<file path="src/rtl/wdt_pkg.sv">
package wdt_pkg;
  localparam int NREG = 8;
  localparam int AW   = $clog2(NREG);
  localparam int NSTG = 4;

  localparam logic [AW-1:0] ADR_CTRL = 3'd0;
  localparam logic [AW-1:0] ADR_DIV  = 3'd1;
  localparam logic [AW-1:0] ADR_TMO0 = 3'd2;
  localparam logic [AW-1:0] ADR_FEED = 3'd6;
  localparam logic [AW-1:0] ADR_KEY  = 3'd7;

  localparam int CTRL_EN      = 0;
  localparam int CTRL_ACT_LSB = 1;
  localparam int CTRL_IE      = CTRL_ACT_LSB + 2 * NSTG;
  localparam int CTRL_CLR     = CTRL_IE + 1;
  localparam int CTRL_W       = CTRL_IE + 1;

  typedef enum logic [1:0] {
    ACT_OFF  = 2'd0,
    ACT_IRQ  = 2'd1,
    ACT_RST  = 2'd2,
    ACT_NONE = 2'd3
  } stage_act_e;
endpackage

</file>
<file path="src/rtl/wdt_regs.sv">
module wdt_regs
  import wdt_pkg::*;
#(
  parameter int          DW  = 32,
  parameter logic [31:0] KEY = 32'h50D83AA1
) (
  input  logic                     clk,
  input  logic                     rst,
  input  logic                     wr_en,
  input  logic [AW-1:0]            wr_addr,
  input  logic [DW-1:0]            wr_data,
  input  logic [AW-1:0]            rd_addr,
  output logic [DW-1:0]            rd_data,
  output logic                     en,
  output logic                     ie,
  output logic [NSTG-1:0][1:0]     act,
  output logic [DW-1:0]            div,
  output logic [NSTG-1:0][DW-1:0]  tmo,
  output logic                     feed_stb,
  output logic                     restart_stb,
  output logic                     clr_stb,
  output logic                     unlocked
);
  logic [CTRL_W-1:0] ctrl_q;
  logic [DW-1:0]     div_q;
  logic [DW-1:0]     key_q;
  logic              acc;

  assign unlocked = (key_q == DW'(KEY));
  assign acc      = wr_en && (wr_addr == ADR_KEY || unlocked);

  assign en  = ctrl_q[CTRL_EN];
  assign ie  = ctrl_q[CTRL_IE];
  assign div = div_q;

  assign feed_stb    = acc && wr_addr == ADR_FEED;
  assign restart_stb = acc && (wr_addr == ADR_CTRL || wr_addr == ADR_DIV);
  assign clr_stb     = acc && wr_addr == ADR_CTRL && wr_data[CTRL_CLR];

  always_ff @(posedge clk) begin
    if (rst) begin
      ctrl_q <= '0;
      div_q  <= '0;
      key_q  <= '0;
    end else if (acc) begin
      if (wr_addr == ADR_CTRL) ctrl_q <= wr_data[CTRL_W-1:0];
      if (wr_addr == ADR_DIV)  div_q  <= wr_data;
      if (wr_addr == ADR_KEY)  key_q  <= wr_data;
    end
  end

  for (genvar s = 0; s < NSTG; s++) begin : g_stage
    logic [DW-1:0] tmo_q;
    always_ff @(posedge clk) begin
      if (rst) tmo_q <= '0;
      else if (acc && wr_addr == ADR_TMO0 + AW'(s)) tmo_q <= wr_data;
    end
    assign tmo[s] = tmo_q;
    assign act[s] = ctrl_q[CTRL_ACT_LSB + 2*s +: 2];
  end

  always_ff @(posedge clk) begin
    if (rst) begin
      rd_data <= '0;
    end else begin
      case (rd_addr)
        ADR_CTRL: rd_data <= DW'(ctrl_q);
        ADR_DIV:  rd_data <= div_q;
        ADR_FEED: rd_data <= '0;
        ADR_KEY:  rd_data <= DW'(!unlocked);
        default:  rd_data <= tmo[rd_addr - ADR_TMO0];
      endcase
    end
  end
endmodule

</file>
<file path="src/rtl/wdt_prescale.sv">
module wdt_prescale #(
  parameter int DW = 32
) (
  input  logic          clk,
  input  logic          rst,
  input  logic          en,
  input  logic [DW-1:0] div,
  input  logic          restart,
  output logic          tick
);
  logic [DW-1:0] pre_q;
  logic [DW-1:0] lim;

  assign lim  = (div == '0) ? '0 : div - 1'b1;
  assign tick = en && (pre_q == lim);

  always_ff @(posedge clk) begin
    if (rst || restart) pre_q <= '0;
    else if (en)        pre_q <= tick ? '0 : pre_q + 1'b1;
  end
endmodule

</file>
<file path="src/rtl/wdt_stage_seq.sv">
module wdt_stage_seq
  import wdt_pkg::*;
#(
  parameter int DW = 32,
  parameter int NS = NSTG,
  localparam int SW = (NS > 1) ? $clog2(NS) : 1
) (
  input  logic                  clk,
  input  logic                  rst,
  input  logic                  tick,
  input  logic                  feed,
  input  logic [NS-1:0][1:0]    act,
  input  logic [NS-1:0][DW-1:0] tmo,
  output logic                  exp_irq,
  output logic                  exp_rst
);
  logic [SW-1:0] stg_q;
  logic [DW-1:0] cnt_q;
  logic          done_q;
  logic [SW-1:0] cur;
  logic          any;
  logic          hit;

  always_comb begin
    any = 1'b0;
    cur = stg_q;
    for (int i = NS - 1; i >= 0; i--) begin
      if (i >= int'(stg_q) && (act[i] == ACT_IRQ || act[i] == ACT_RST)) begin
        any = 1'b1;
        cur = SW'(i);
      end
    end
  end

  assign hit     = tick && !done_q && any &&
                   (({1'b0, cnt_q} + 1'b1) >= {1'b0, tmo[cur]});
  assign exp_irq = hit && act[cur] == ACT_IRQ;
  assign exp_rst = hit && act[cur] == ACT_RST;

  always_ff @(posedge clk) begin
    if (rst || feed) begin
      stg_q  <= '0;
      cnt_q  <= '0;
      done_q <= 1'b0;
    end else if (tick && !done_q) begin
      if (!any) begin
        done_q <= 1'b1;
      end else if (hit) begin
        cnt_q <= '0;
        if (int'(cur) == NS - 1) done_q <= 1'b1;
        else                     stg_q  <= cur + 1'b1;
      end else begin
        cnt_q <= cnt_q + 1'b1;
        stg_q <= cur;
      end
    end
  end
endmodule

</file>
<file path="src/rtl/staged_watchdog.sv">
module staged_watchdog
  import wdt_pkg::*;
#(
  parameter int          DW  = 32,
  parameter logic [31:0] KEY = 32'h50D83AA1
) (
  input  logic          clk,
  input  logic          rst,
  input  logic          wr_en,
  input  logic [2:0]    wr_addr,
  input  logic [DW-1:0] wr_data,
  input  logic [2:0]    rd_addr,
  output logic [DW-1:0] rd_data,
  output logic          irq,
  output logic          sys_reset_req
);
  logic                    en_w, ie_w, feed_w, restart_w, clr_w, unl_w, tick_w;
  logic [NSTG-1:0][1:0]    act_w;
  logic [DW-1:0]           div_w;
  logic [NSTG-1:0][DW-1:0] tmo_w;
  logic                    exp_irq_w, exp_rst_w;
  logic                    pend_q, srr_q;

  wdt_regs #(.DW(DW), .KEY(KEY)) u_regs (
    .clk(clk), .rst(rst), .wr_en(wr_en), .wr_addr(wr_addr), .wr_data(wr_data),
    .rd_addr(rd_addr), .rd_data(rd_data), .en(en_w), .ie(ie_w), .act(act_w),
    .div(div_w), .tmo(tmo_w), .feed_stb(feed_w), .restart_stb(restart_w),
    .clr_stb(clr_w), .unlocked(unl_w)
  );

  wdt_prescale #(.DW(DW)) u_pre (
    .clk(clk), .rst(rst), .en(en_w), .div(div_w),
    .restart(restart_w || feed_w), .tick(tick_w)
  );

  wdt_stage_seq #(.DW(DW), .NS(NSTG)) u_seq (
    .clk(clk), .rst(rst), .tick(tick_w), .feed(feed_w), .act(act_w),
    .tmo(tmo_w), .exp_irq(exp_irq_w), .exp_rst(exp_rst_w)
  );

  always_ff @(posedge clk) begin
    if (rst) begin
      pend_q <= 1'b0;
      srr_q  <= 1'b0;
    end else begin
      srr_q <= exp_rst_w;
      if (exp_irq_w)  pend_q <= 1'b1;
      else if (clr_w) pend_q <= 1'b0;
    end
  end

  assign irq           = pend_q && ie_w;
  assign sys_reset_req = srr_q;
endmodule

</file>
<file path="config.mk">
export PLATFORM = sky130hd
export DESIGN_NAME = staged_watchdog
export DESIGN_NICKNAME = d
export VERILOG_FILES = /design/src/rtl/wdt_pkg.sv /design/src/rtl/wdt_regs.sv /design/src/rtl/wdt_prescale.sv /design/src/rtl/wdt_stage_seq.sv /design/src/rtl/staged_watchdog.sv
export SDC_FILE = /design/constraint.sdc
export NUM_CORES = 1
export LEC_CHECK = 0
export BUFFER_PORTS_ARGS = -buffer_cell sky130_fd_sc_hd__buf_4
export CORE_MARGIN = 1.5
export CORE_UTILIZATION = 60
export CTS_CLUSTER_DIAMETER = 100
export DETAILED_ROUTE_END_ITERATION = 16
export PLACE_DENSITY = 0.77
export SETUP_SLACK_MARGIN = 0.3
export SLEW_MARGIN = 10
export SYNTH_ARGS = -nofsm -noshare
export SYNTH_HDL_FRONTEND = slang
export SYNTH_SLANG_ARGS = --single-unit
</file>
<file path="constraint.sdc">
create_clock -name clk -period 10.69 [get_ports clk]
set_clock_uncertainty 0.05 [all_clocks]
set_input_delay 0.5345 -clock clk [delete_from_list [all_inputs] [get_ports clk]]
set_output_delay 0.5345 -clock clk [all_outputs]
set_load 0.01 [all_outputs]
</file>
==> flow_summary.toml <==
[clocking]
post_cts_buffers = 0
hold_buffers = 0
clock-root-buffer = "clkbuf_16"
cts_sinks = 303
clock_path_buffers = 3
cts.reportedPaths.clkPinSlew_ps = 60
numCtsBuffers = 34
cts_tree = "built"
clk-insertion-delay-late_ps = 510
h-tree-depth = 2
cts-resized-gates = 0

[final_layout]
area.sequential_mm2 = 0.00607
areaGrowthSynthToFinish_pct = 10.4
layout_commonest_cell = "nand2_1"
fill_cells = 2276
multi_input_area_mm2 = 0.00988
final_layout_size_suffix_gt1_frac = 0.103
final_area_mm2 = 0.0184
fin_nets = 2247
final_cell_mix = "nand2_1, dfxtp_1, a21oi_1, nor2_1, buf_4"
antenna_cells = 0

[logic_synthesis]
ys_seq_area_frac = 0.364
syn_area_mm2 = 0.0166
ys_types = 88
synth_flop_cell = "dfxtp_1"
syn_area_per_cell_um2 = 7.55
ys_warn_count = 0
ys_seq_elements = 303
syn_inst = 2206
syn_nets = 2283
synth_enable_flop_cells = 0
async_flop_share = 0

[run_status]
status = "complete, no violations"

[sta]
setup_viol = 0
fmax_mhz = 180
fin_crit_sh = 0.520
hold_violations = 0
slew_headroom = 0.169
min_period_ps = 5560
setup_tns_ps = 0
finalMaxSlewViolations = 0
rsz0062_at_grt = "false"
worstMarginPinSlew_ps = 1240

[floorplanning]
ios = 75
die_w_um = 170
core.rowCount = 60
start_util = 0.614
die-area_mm2 = 0.0287
core_area_mm2 = 0.0271
die_y_um = 170

[critical_path]
r2r-start = "u_regs.ctrl_q[7]"
startpoint_type = "flop"
r2r_cells = 16
arrival_ps = 5900
critPathRequiredTime_ps = 11030
regToRegEndpoint = "u_seq.cnt_q[23]"
critPathKind = "reg -> reg"
worstPathMaxFanout = 55
reg2reg_slack_ps = 5130
cp-end-kind = "flop"

[place]
placed_area_mm2 = 0.0172
gp_congestion = 1.05
hpwl_um = 35300
port_buffers = 74

[min_path]
worstHoldStart = "wr_data[22]"
hold_depth = 3
worstHoldEndpoint = "u_regs.g_stage[2].tmo_q[22]"
hp-class = "in -> reg"

[global_routing]
grt.total_usage = 0.362
grt_pass1_vias = 14900
grt-ovfl-total = 0
antenna_found_initial = 0
grt_start_max_net_pins = 96
grt_first_pass_wirelength_um = 81700

[detailed_routing]
dr.pass1.iters = 6
wirelength_um = 52100
antenna_left = 0
avgRoutedWirePerCell_um = 20.4
vias = 16300
drt_iter0_drc = 2312
vias_per_cell = 6.37
drc = 0

[pwr]
p_per_area_mw_per_mm2 = 135
ir_drop_uv = 132
p_leak_uw = 0.00667

[run]
maxCapViolCount = 0
==> cell usage after synthesis, drive strengths merged (6+ instances only) <==
master,count,share of area
inv,23,0.0052
dfxtp,303,0.36
nor4,20,0.011
nand2,653,0.15
and2,10,0.0038
nand3,83,0.025
o41ai,11,0.0071
nand4,32,0.012
nor4b,6,0.0035
or2,12,0.0045
or4,12,0.0059
mux4,32,0.043
buf,24,0.0085
mux2i,29,0.017
nor2,139,0.031
nor2b,7,0.0026
a22oi,25,0.011
nor3b,6,0.0027
xnor2,47,0.025
nor3,25,0.0091
and4,6,0.0032
a211oi,6,0.0027
o311ai,13,0.0068
o31ai,8,0.0036
a21oi,250,0.075
or3,22,0.0083
xor2,38,0.020
a21o,15,0.0068
clkbuf,139,0.031
o21ai,61,0.018
ha,36,0.027
nand2b,8,0.0030
and3,17,0.0064
o22ai,11,0.0041
==> flip-flops by register name (all words and copies together), names as in the netlist <==
register	count
u_seq.done_q	1
sys_reset_req	1
pend_q	1
u_regs.ctrl_q	10
u_regs.g_stage.tmo_q	128
u_seq.cnt_q	32
u_pre.pre_q	32
u_regs.key_q	32
u_regs.rd_data	32
u_seq.stg_q	2
u_regs.div	32
==> layout make-up <==
cell class | instances | share of cell area
multi-input cells | 1717 | 0.538
flip-flops and latches | 303 | 0.330
clock inverters | 13 | 0.0138
clock buffers | 43 | 0.0509
inverters | 23 | 0.00470
well taps | 372 | 0.0253
repair buffers | 91 | 0.0374
==> through the flow <==
step                worst slack, ps  utilization  instances  total power [µW]  hold slack [ps]
floorplan                      6100            -       2206              1200              381
global placement               5570        0.634       2506              1240              390
detailed placement             5290        0.634       2506              1240              393
CTS                            5220        0.678       2562              2480              256
global route                   4820        0.678       2562              2530              269
finish                         5130        0.678       2562              2480              267
==> critical path: stages, from the launching register on <==
cell and delay, ps:
dfxtp_1 410, xor2_1 390, o22ai_1 150, a21oi_1 150, o32a_2 370, buf_4 530
o21ai_0 290, ha_1 360, nand4_1 180, or4_1 610, nor3_1 300, o311ai_0 210
o211a_1 160, and2_1 490, a21o_1 310, o311ai_0 290, o41ai_1 140
==> layer usage <==
metal / track usage / wire length [µm] / vias up
met5: 0 / 0 / -
met4: 0.170 / 2580 / 0
met3: 0.0620 / 5140 / 132
met2: 0.569 / 23200 / 902
met1: 0.485 / 21200 / 7695
li1: - / - / 7585
==> cells by family (layout without fill, tap and decap cells) <==
| logic type | after synthesis | count (layout) | share of synthesized area |
|---|---|---|---|
| fa+ha+maj | 36 | 36 | 0.0271 |
| mux | 61 | 61 | 0.0607 |
| xor+xnor | 86 | 86 | 0.0461 |
| flops | 303 | 303 | 0.364 |
| simple gates | 1070 | 1070 | 0.287 |
| buf+inv | 186 | 170 | 0.0450 |
| compound gates | 464 | 464 | 0.170 |
==> where the power goes <==
group | switching (µW) | leakage (µW) | total (µW) | internal [µW]
Sequential | 1.40 | 0.00244 | 1130 | 1130
Combinational | 60.3 | 0.00365 | 82.2 | 22.0
Clock | 474 | 0.000581 | 1260 | 786
==> worst max path at each step <==
stage                      from         endpoint  slack, ps  cells past startpoint
6_report       u_regs.ctrl_q[7]  u_seq.cnt_q[23]       5130                     16
5_1_grt          u_seq.cnt_q[0]   u_seq.stg_q[0]       4820                     18
4_1_cts          u_seq.cnt_q[0]  u_seq.cnt_q[23]       5220                     18
3_5_place_dp     u_seq.cnt_q[0]  u_seq.cnt_q[29]       5290                     18
3_3_place_gp   u_regs.ctrl_q[7]  u_seq.cnt_q[29]       5570                     16
2_1_floorplan    u_seq.cnt_q[4]  u_seq.cnt_q[11]       6100                     19
No activity file was read; power rests on OpenSTA's default activity.
